## src/rtl/trig_cond_pkg.sv

```systemverilog
package trig_cond_pkg;

    // Per-lane output mode; value matches the tot_mode_i bit encoding
    typedef enum logic {
        TRG_ONESHOT = 1'b0,
        TRG_OVERTHR = 1'b1
    } trg_mode_e;

endpackage

```

## src/rtl/trig_sync.sv

```systemverilog
// Two-flop synchronizer with one extra stage for rising-edge detection.
module trig_sync #(
    parameter int W     = 2,
    parameter int LVL_W = 1
) (
    input  logic             clk,
    input  logic             rst_n,
    input  logic [W-1:0]     raw_i,
    output logic [LVL_W-1:0] lvl_o,
    output logic [W-1:0]     rise_o
);

    typedef struct packed {
        logic [W-1:0] s1;
        logic [W-1:0] s2;
        logic [W-1:0] s3;
    } sync_t;

    sync_t st_d, st_q;

    always_comb begin
        st_d.s1 = raw_i;
        st_d.s2 = st_q.s1;
        st_d.s3 = st_q.s2;
    end

    always_ff @(posedge clk or negedge rst_n) begin
        if (!rst_n) st_q <= '0;
        else        st_q <= st_d;
    end

    assign rise_o = st_q.s2 & ~st_q.s3;
    assign lvl_o  = st_q.s2[LVL_W-1:0];

endmodule

```

## src/rtl/trig_lane.sv

```systemverilog
// One trigger lane: one-shot or time-over-threshold conditioning.
module trig_lane
    import trig_cond_pkg::*;
#(
    parameter int LEN_W = 6,
    parameter int DUR_W = 8
) (
    input  logic             clk,
    input  logic             rst_n,
    input  logic             en_i,
    input  trg_mode_e        mode_i,
    input  logic [LEN_W-1:0] len_i,
    input  logic             q_lvl_i,
    input  logic             q_rise_i,
    input  logic             c_rise_i,
    output logic             trig_o,
    output logic [DUR_W-1:0] dur_o,
    output logic             dur_vld_o
);

    localparam logic [DUR_W-1:0] DUR_MAX = {DUR_W{1'b1}};

    typedef struct packed {
        logic [LEN_W-1:0] cnt;
        logic             trig;
        logic [DUR_W-1:0] run;
        logic [DUR_W-1:0] dur;
        logic             vld;
    } lane_t;

    lane_t st_d, st_q;
    logic  hit;
    logic [DUR_W-1:0] run_inc;

    assign hit     = q_rise_i | c_rise_i;
    assign run_inc = (st_q.run == DUR_MAX) ? DUR_MAX : st_q.run + 1'b1;

    always_comb begin
        st_d     = st_q;
        st_d.vld = 1'b0;
        if (!en_i) begin
            st_d.cnt  = '0;
            st_d.trig = 1'b0;
            st_d.run  = '0;
        end else if (mode_i == TRG_OVERTHR) begin
            st_d.cnt  = '0;
            st_d.trig = q_lvl_i;
            if (st_q.trig && q_lvl_i) begin
                st_d.run = run_inc;
            end else if (st_q.trig) begin
                st_d.dur = run_inc;
                st_d.vld = 1'b1;
                st_d.run = '0;
            end else begin
                st_d.run = '0;
            end
        end else begin
            st_d.run = '0;
            if (st_q.cnt != '0)  st_d.cnt = st_q.cnt - 1'b1;
            else if (hit)        st_d.cnt = len_i;
            st_d.trig = (st_d.cnt != '0);
        end
    end

    always_ff @(posedge clk or negedge rst_n) begin
        if (!rst_n) st_q <= '0;
        else        st_q <= st_d;
    end

    assign trig_o    = st_q.trig;
    assign dur_o     = st_q.dur;
    assign dur_vld_o = st_q.vld;


    lane_off_quiet_chk: assert property (@(posedge clk) disable iff (!rst_n)
        !en_i |=> (!trig_o && !dur_vld_o));


    oneshot_needs_edge_chk: assert property (@(posedge clk) disable iff (!rst_n)
        $rose(trig_o) && $past(en_i && mode_i == TRG_ONESHOT) |-> $past(hit));


    no_retrigger_chk: assert property (@(posedge clk) disable iff (!rst_n)
        (en_i && mode_i == TRG_ONESHOT && st_q.cnt != '0)
        |=> st_q.cnt == LEN_W'($past(st_q.cnt) - 1'b1));


    dur_on_fall_chk: assert property (@(posedge clk) disable iff (!rst_n)
        dur_vld_o |-> (!trig_o && $past(trig_o)));

endmodule

```

## src/rtl/trig_conditioner.sv

```systemverilog
module trig_conditioner
    import trig_cond_pkg::*;
#(
    parameter int NUM_CH = 16,
    parameter int LEN_W  = 6,
    parameter int DUR_W  = 8
) (
    input  logic                          clk,
    input  logic                          rst_n,
    input  logic [NUM_CH:0]               q_hit_i,
    input  logic [NUM_CH:0]               c_hit_i,
    input  logic [NUM_CH:0]               ch_en_i,
    input  logic [NUM_CH:0]               tot_mode_i,
    input  logic [LEN_W-1:0]              pulse_len_i,
    output logic [NUM_CH:0]               trig_o,
    output logic                          trig_or_o,
    output logic                          rd_trig_o,
    output logic [(NUM_CH+1)*DUR_W-1:0]   tot_len_o,
    output logic [NUM_CH:0]               tot_vld_o
);

    localparam int NLANE  = NUM_CH + 1;
    localparam int SUM_IX = NUM_CH;

    logic [NLANE-1:0]   q_lvl;
    logic [2*NLANE-1:0] rise;

    // Low half: charge hits (level exported), high half: current hits
    trig_sync #(.W(2*NLANE), .LVL_W(NLANE)) u_sync (
        .clk    (clk),
        .rst_n  (rst_n),
        .raw_i  ({c_hit_i, q_hit_i}),
        .lvl_o  (q_lvl),
        .rise_o (rise)
    );

    for (genvar i = 0; i < NLANE; i++) begin : g_lane
        trig_lane #(.LEN_W(LEN_W), .DUR_W(DUR_W)) u_lane (
            .clk       (clk),
            .rst_n     (rst_n),
            .en_i      (ch_en_i[i]),
            .mode_i    (trg_mode_e'(tot_mode_i[i])),
            .len_i     (pulse_len_i),
            .q_lvl_i   (q_lvl[i]),
            .q_rise_i  (rise[i]),
            .c_rise_i  (rise[NLANE+i]),
            .trig_o    (trig_o[i]),
            .dur_o     (tot_len_o[i*DUR_W +: DUR_W]),
            .dur_vld_o (tot_vld_o[i])
        );
    end

    assign trig_or_o = |trig_o[NUM_CH-1:0];
    assign rd_trig_o = trig_or_o | trig_o[SUM_IX];


    sum_lane_excluded_chk: assert property (@(posedge clk) disable iff (!rst_n)
        (trig_o[SUM_IX] && trig_o[NUM_CH-1:0] == '0) |-> (!trig_or_o && rd_trig_o));

endmodule

```

## config.mk

```make
export PLATFORM = sky130hd
export DESIGN_NAME = trig_conditioner
export DESIGN_NICKNAME = d
export VERILOG_FILES = /design/src/rtl/trig_cond_pkg.sv /design/src/rtl/trig_sync.sv /design/src/rtl/trig_lane.sv /design/src/rtl/trig_conditioner.sv
export SDC_FILE = /design/constraint.sdc
export NUM_CORES = 1
export LEC_CHECK = 0
export ABC_AREA = 1
export BUFFER_PORTS_ARGS = -buffer_cell sky130_fd_sc_hd__buf_2
export CAP_MARGIN = 0
export CORE_UTILIZATION = 60
export CTS_CLUSTER_DIAMETER = 200
export DETAILED_ROUTE_END_ITERATION = 8
export PLACE_DENSITY = 0.88
export SKIP_LAST_GASP = 1
export SLEW_MARGIN = 20
export SYNTH_ARGS = -nofsm -noshare
export SYNTH_HDL_FRONTEND = slang
export SYNTH_SLANG_ARGS = --single-unit
```

## constraint.sdc

```tcl
create_clock -name clk -period 1.78 [get_ports clk]
set_input_delay 0.356 -clock clk [delete_from_list [all_inputs] [get_ports clk]]
set_output_delay 0.356 -clock clk [all_outputs]
set_load 0.05 [all_outputs]
```

# After elaboration in Yosys (flattened, before gate mapping)
# Index checks and enable logic that the tools add are counted.
# totals
ff_bits	510
word_cells	449
out_inout_bits	172
# op_classes
addsub	34
eq_ne	17
reduce_logical	69
muxes	204
bitwise_logic	37
# ops
cell	count
$mux 15	34
$mux 6	68
$mux 8	34
$reduce_bool 6->1	34
$add 8x1->8 const B	17
$eq 8x8->1 const B	17
$sub 6x1->6 const B	17
$mux 1	68
$reduce_and 4->1	17
$and 34x34->34	1
$not 34->34	1
$or 1x1->1	18
$logic_and 1x1->1	17
$not 1->1	17
$reduce_or 16->1	1

# Depth between registers and ports, before layout
# Gate-level depths: netlist of the first run.
# logic_depth
ltp_word	10
mapped_depth	12
depth_no_buf	12

# By module
# From an unflattened synthesis of the first run, not the netlist that was laid out.
# hier_totals
hier_cells	3219
area_unflattened_um2	27173.6
# by_module_without_submodules
mod	cells_each	area_each_um2	instances
trig_lane (g_lane[0].u_lane ...)	177	1422.6	13
trig_lane (g_lane[6].u_lane ...)	177	1405.1	3
trig_sync	187	3020.4	1
trig_lane (g_lane[9].u_lane)	183	1376.3	1
trig_conditioner	17	67.6	1

# Worst setup path before layout of the first run
# OpenSTA, ideal clock, no wires.
# synth_path
path_kind	register -> output
startpoint	reg g_lane[5].u_lane.st_q (netlist bit g_lane[5].u_lane.trig_o)
endpoint	out rd_trig_o
slack_ns	0.136
n_path_buf	0
arrival_ns	1.288
required_ns	1.424
path_stages_with_launch	5
path_cell_list	dfrtp_1 inv_1 nand2_1 nor4_1 nand3_1
# synth_via
elab_chain_cells	2
# synth_lines
item	line_no	rtl
start: declaration	trig_lane.sv:31	lane_t st_d, st_q;
start signal: assignment	trig_lane.sv:67	else st_q <= st_d;
$reduce_or 16->1	trig_conditioner.sv:53	assign trig_or_o = |trig_o[NUM_CH-1:0];
$or 1x1->1	trig_conditioner.sv:54	assign rd_trig_o = trig_or_o | trig_o[SUM_IX];
end: declaration	trig_conditioner.sv:17	output logic rd_trig_o,
# Every way passes these cells.

# Final worst setup path of the first run
# layout_path
startpoint	reg g_lane[0].u_lane.st_q (netlist bit g_lane[0].u_lane.trig_o)
endpoint	out rd_trig_o
# layout_via
elab_chain_cells	2
# layout_lines
item	line_no
start: declaration	trig_lane.sv:31
start signal: assignment	trig_lane.sv:67
$reduce_or 16->1	trig_conditioner.sv:53
$or 1x1->1	trig_conditioner.sv:54
# Every way passes these cells.

==> impl_metrics.tcl, run 1 <==
set metrics [dict create \
    layout_commonest_cell "nand2_1" \
    num_rows 74 \
    seq_area_um2 12770 \
    gp_congestion 0.9084 \
    yosys_warnings 0 \
    slowest_stage "dfrtp_1" \
    crit_path_max_fanout 2 \
    synth_top_area_share 0.5139 \
    grt_max_degree 79 \
    final_nets 3273 \
    synthToLayoutAreaGrowth_pct 14.34 \
    use_met3 0.04910 \
    cts_tree "done" \
    path_depth 6 \
    insertion_delay_ns 0.60 \
    grt_use_met2 0.4824 \
    crit_chain "inv_2 -> nand4_1 -> nor4_4 -> buf_4 -> nand3_4 -> buf_8" \
    maxSlewViolCount 0 \
    wirelength_um 58400 \
    relSlewSlack 0.6173 \
    cp_num_buf_inv 3 \
    hold_viol 0 \
    seq_area_frac_synth 0.5139 \
    multi_input_area_um2 9469 \
    finalCoreUtilization 0.6954 \
    synth_ff_type "dfrtp_1" \
    grt_overflow 0 \
    die_y_um 205.4 \
    grt_pass1_vias 20260 \
    synthArstFlopShare 1.000 \
    clk_path_buf_depth 3 \
    start_util 0.6082 \
    grt.total_usage 0.2809 \
    use_met1 0.3389 \
    hold-path-cell-count 3 \
    max_stage_delay_ns 0.39 \
    numPortBuffers 247 \
    drive_gt1_frac 0.1784 \
    cts_sinks 510 \
    fmax_mhz 457.6 \
    first_iter_violations 1527 \
    vdd_ir_drop_max_uv 881.1 \
    outcome "complete, but fails checks" \
    crit_path_start_kind "flip-flop" \
    rsz0062_at_grt "true" \
    cp-end-kind "output pin" \
    grt_busiest_layer "met2" \
    hp-class "in2reg" \
    critPathRequiredTime_ns 1.42 \
    powerDensity_nw_per_um2 1443 \
    place_ws_ns 0.05940 \
    reg2reg_depth 9 \
    vias_per_cell 5.478 \
    synth_area_leaders "dfrtp_1 51%, nand2_1 9.5%, nor2_1 5.6%, buf_4 5.2%, inv_1 5.2%" \
    synth_area_um2 24830 \
    setup_viol 2 \
    synth.avg_cell_area_um2 8.499 \
    drc 0 \
    vias 20410 \
    hpwlAfterDp_um 41020 \
    synth_nets 3049 \
    worst_pin_slew_ns 0.5697 \
    fin_skew_ns 0.01849 \
    mostFrequentLayoutCells "625 x nand2_1, 507 x dfrtp_1, 361 x nor2_1, 330 x inv_1, 238 x buf_2" \
    path_clk_slew_ns 0.06 \
    die_area_um2 42210 \
    cts_root_buf "clkbuf_16" \
    fill_cells 2978 \
    grt_pass1_wl_um 95610 \
    cts_buffers 52 \
    ys_ff_latch 510 \
    arrival_ns 1.83 \
    ant_nets 0 \
    worst_slack_ns -0.4055 \
    timing.final.crit_period_ns 2.185 \
    wl_per_cell_um 15.68 \
    antenna_found_initial 4 \
    synth_top_area_cell "dfrtp_1" \
    ios 248 \
    dr.pass1.iters 8 \
    p_leak_nw 14.36 \
    worst-setup-path-type "reg2out" \
    fin_crit_sh 1.228 \
    maxCapViolations 0 \
    dieWidth_um 205.4 \
    core-area_um2 40830 \
    critPathTopFamily "buffers and inverters" \
    netlist_instances 2922 \
    synth_cell_types 46 \
    violations "negative setup slack" \
    synth-edff-count 0 \
    cts.htree.levels 2 \
]
==> per-stage QoR <==
step / instance area, um^2 / hold slack (ns) / power [mW] / instances / TNS [ns]
after global routing: 28390 / 0.01855 / 43.78 / 3724 / -1.124
after detailed placement: 25980 / 0.2838 / 29.29 / 3578 / 0
after global placement: 25980 / 0.2860 / 28.65 / 3578 / 0
after CTS: 28200 / 0.002142 / 40.76 / 3715 / -1.029
after floorplan: 24830 / 0.06041 / 26.62 / 2922 / 0
final: 28390 / 0.03362 / 40.98 / 3725 / -0.8002
==> state kept, by name, indices dropped and copies added (netlist names) <==
name,count
g_lane.u_lane.dur_o,136
g_lane.u_lane.dur_vld_o,17
g_lane.u_lane.st_q,238
g_lane.u_lane.trig_o,17
u_sync.lvl_o,17
u_sync.st_d,51
u_sync.st_q,34
==> where the power goes <==
part | internal [mW] | total [mW] | switching (mW)
Sequential | 13.0 | 14.0 | 0.986
Combinational | 5.07 | 15.7 | 10.7
Clock | 6.65 | 11.2 | 4.58
Total | 24.7 | 41.0 | 16.2
==> layout make-up <==
cell class | instances | area share
sequential | 510 | 0.4496
antenna | 4 | 0.0003525
inverter | 359 | 0.04763
tap | 532 | 0.02344
clock inverter | 27 | 0.01115
multi-input combinational | 1866 | 0.3335
timing repair buffer | 357 | 0.08293
clock buffer | 70 | 0.05142
==> Yosys cell counts (5+ instances only) <==
master and count:
or2_1 8, nand2_2 12, buf_2 9, inv_1 342
buf_4 172, nand2_1 628, a31o_2 7, nand3b_1 10
nor2_4 13, nor4_4 12, xor2_1 22, inv_2 14
o21ai_0 132, nand3_1 203, xnor2_1 20, ha_1 51
nor2_2 32, nor2_1 369, dfrtp_1 510, or2_2 15
nand4_1 32, nor3_1 9, a41oi_1 6, nor4_1 13
and2_1 5, o21ai_1 26, o211ai_1 5, a31oi_1 50
a21oi_1 161
==> worst reg2reg max path: stages (launching register included) <==
cell     delay [ns]
dfrtp_1        0.42
ha_2           0.23
nand3_1        0.17
nor2_4         0.18
inv_1          0.11
nor2_4         0.14
inv_1          0.10
nand3_1        0.12
nand2_1        0.09
nand2_1        0.12
==> final timing paths <==
kind / startpoint / end / slack [ns]
hold reg to reg: u_sync.st_d[57]$_DFF_PN0_ / u_sync.st_d[23]$_DFF_PN0_ / 0.34
setup reg to reg: g_lane[4].u_lane.st_q[9]$_DFF_PN0_ / g_lane[4].u_lane.dur_o[5]$_DFFE_PN0P_ / 0.05
hold / removal: ch_en_i[7] / g_lane[7].u_lane.trig_o$_DFF_PN0_ / 0.03
max in group asynchronous: rst_n / g_lane[16].u_lane.st_q[13]$_DFF_PN0_ / 0.78
setup / recovery: g_lane[0].u_lane.trig_o$_DFF_PN0_ / rd_trig_o / -0.41
min in group asynchronous: rst_n / g_lane[6].u_lane.st_q[22]$_DFF_PN0_ / 0.26
==> repair_timing <==
item,CTS,global route
endpoints found under the setup margin,5,44
gates resized for setup,18,54
hold endpoints to repair,120,0
pin swaps,1,5
hold buffers,38,0
buffers inserted,2,8
==> kinds of logic (layout without fill, tap and decap cells) <==
group,after synthesis,in the layout,share of synthesized area
and+or+nand+nor,1373,1373,0.2480
buffers and inverters,546,813,0.1101
DFF,510,510,0.5139
AOI/OAI and AO/OA,397,397,0.08610
adders and majority gates,51,51,0.02570
xor gates and xnor gates,42,42,0.01481
muxes,3,3,0.001360
other,0,4,0
==> metal layers <==
layer	wire length (um)	up-vias
met5	0	-
met2	28760	720
met1	23350	9757
met3	3521	222
li1	-	9707
met4	2766	0
Note: power is estimated with default switching activity, not from simulation.
==> run 2, diff against run 1 <==
==> constraint.sdc (replaced) <==
create_clock -name clk -period 1.78 [get_ports clk]
set_input_delay 0.089 -clock clk [delete_from_list [all_inputs] [get_ports clk]]
set_output_delay 0.089 -clock clk [all_outputs]
set_load 0.05 [all_outputs]
==> run 2 against run 1 <==
The flow still finishes with violations (negative setup slack). Via count rose by 1.3%. Final area rose by 0.85%. Clock power fell by 4%. Largest cell class unchanged.
==> impl_metrics.tcl, run 2 (synthesis gave the netlist of run 1 again) <==
set metrics [dict create \
    clkPwrFrac 0.264 \
    rsz0062_at_grt "true" \
    cts_buffers 53 \
    synthToLayoutAreaGrowth_pct 15.31 \
    die_area_um2 42210 \
    outcome "complete, but fails checks" \
    largest_register_ffs 238 \
    cts_tree "done" \
    maxCapViolations 0 \
    p_leak_nw 14.46 \
    drive_gt1_frac 0.1683 \
    cts_root_buf "clkbuf_16" \
    ios 248 \
    grt_pass1_vias 20490 \
    power_switching_mw 16.38 \
    core-area_um2 40830 \
    fin_skew_ns 0.01549 \
    cp_num_buf_inv 2 \
    die_y_um 205.4 \
    wl_per_cell_um 16.22 \
    powerDensity_nw_per_um2 1427 \
    crit_path_max_fanout 3 \
    start_util 0.6082 \
    maxSlewViolCount 0 \
    max_stage_delay_ns 0.48 \
    fin_crit_sh 1.152 \
    antennaDiodeCount 0 \
    worst-setup-path-type "reg2out" \
    slowest_stage "dfrtp_2" \
    gp_congestion 0.9103 \
    grt_overflow 0 \
    worst_pin_slew_ns 0.7016 \
    clk_path_buf_depth 3 \
    crit_chain "nor3_4 -> buf_4 -> and3_2 -> nand3_4 -> buf_8" \
    dr.pass1.iters 9 \
    violations "negative setup slack" \
    vdd_ir_drop_max_uv 883.8 \
    antenna_found_initial 0 \
    critPathTopFamily "simple AND/OR/NAND/NOR gates" \
    vias_per_cell 5.509 \
    combPwrFrac 0.391 \
    place_ws_ns 0.08404 \
    fill_cells 2847 \
    num_rows 74 \
    drc 0 \
    internal-power_mw 24.48 \
    critPathRequiredTime_ns 1.69 \
    setup_viol 2 \
    hold_viol 0 \
    final_nets 3307 \
    vias 20680 \
    layout_commonest_cell "nand2_1" \
    crit_path_start_kind "flip-flop" \
    fin_hold_ws_ns 0.07195 \
    seq_power_share 0.344 \
    swShare 0.4009 \
    path_clk_slew_ns 0.06 \
    first_iter_violations 1482 \
    ant_nets 0 \
    grt_pass1_wl_um 98280 \
    grt_max_degree 74 \
    tns_ns -0.5148 \
    insertion_delay_ns 0.60 \
    wirelength_um 60860 \
    cts.htree.levels 2 \
    worst_slack_ns -0.2710 \
    mostFrequentLayoutCells "625 x nand2_1, 507 x dfrtp_1, 363 x nor2_1, 326 x inv_1, 245 x buf_2" \
    relSlewSlack 0.5294 \
    fmax_mhz 487.6 \
    hpwlAfterDp_um 40630 \
    timing.final.crit_period_ns 2.051 \
    cts_sinks 510 \
    dpl_cell_area_um2 25760 \
    cp-end-kind "output pin" \
    grt.total_usage 0.2908 \
    numPortBuffers 247 \
    fin_area_um2 28640 \
    hp-class "in2reg" \
    largest_register "g_lane.u_lane.st_q" \
    arrival_ns 1.96 \
    dieWidth_um 205.4 \
]
-- run 2: cell types whose count changed in the layout (fill, tap and decap cells not counted), sizes merged, moves of 3 or more --
| cell | previous run | this run |
|---|---|---|
| buf | 319 | 299 |
| bufinv | 6 | 2 |
| clkbuf | 70 | 80 |
| clkinv | 14 | 11 |
| clkinvlp | 5 | 2 |
| diode | 4 | 0 |
| dlygate4sd3 | 38 | 90 |
-- run 2: per-layer routing --
layer	GRT usage	routed length, um
met2	0.5030	30310
met5	0	0
met1	0.3505	23970
met3	0.05147	3859
met4	0.1418	2714
-- run 2: what timing repair did --
item | in CTS | in global routing
gates resized for setup | 18 | 39
endpoints found under the hold margin | 768 | 0
setup buffers | 5 | 11
hold buffers | 92 | 0
endpoints found under the setup margin | 2 | 37
pin swaps | 2 | 11
-- run 2: final timing paths --
path,startpoint,end,slack (ns),depth (start not counted)
worst max-delay path,g_lane[14].u_lane.trig_o$_DFF_PN0_,rd_trig_o,-0.27,5
worst min-delay path,pulse_len_i[0],g_lane[11].u_lane.st_q[18]$_DFF_PN0_,0.07,5
worst max register to register,g_lane[9].u_lane.st_q[9]$_DFF_PN0_,g_lane[9].u_lane.dur_o[2]$_DFFE_PN0P_,0.08,7
worst min register to register,u_sync.st_d[54]$_DFF_PN0_,u_sync.st_d[20]$_DFF_PN0_,0.35,0
max in group asynchronous,rst_n,g_lane[6].u_lane.dur_o[6]$_DFFE_PN0P_,0.76,3
min in group asynchronous,rst_n,u_sync.lvl_o[1]$_DFF_PN0_,0.20,3
-- run 2: cell type report --
cell class	instances	area [um^2]	area share
Clock buffer	80	1548	0.05405
Multi-Input combinational cell	1866	9457	0.3302
Tap cell	532	665.6	0.02324
Sequential cell	510	12770	0.4458
Clock inverter	16	146.4	0.005112
Inverter	359	1353	0.04723
Timing Repair Buffer	390	2701	0.09433
-- run 2: power groups by stage --
stage                     Sequential, mW  Clock, mW  Combinational [mW]
after floorplan                     13.9          0                12.7
after detailed placement            14.2          0                15.0
after global routing                14.2       11.4                17.8
after CTS                           14.0       11.0                15.3
final                               14.1       10.8                16.0
after global placement              14.1          0                14.4
-- run 2: worst reg2reg max path, cell delays in order (launching register included) --
cell     delay (ns)
dfrtp_1        0.43
ha_1           0.25
nand3_1        0.16
inv_1          0.10
nand2_1        0.14
inv_1          0.11
a21oi_1        0.24
a21oi_1        0.11
-- run 2: per-stage QoR --
step	utilization	power, mW	instances
finish	0.7013	40.86	3753
global route	0.7013	43.52	3753
CTS	0.6972	40.32	3742
detailed placement	0.6310	29.19	3549
global placement	0.6310	28.56	3549
floorplan	-	26.62	2922
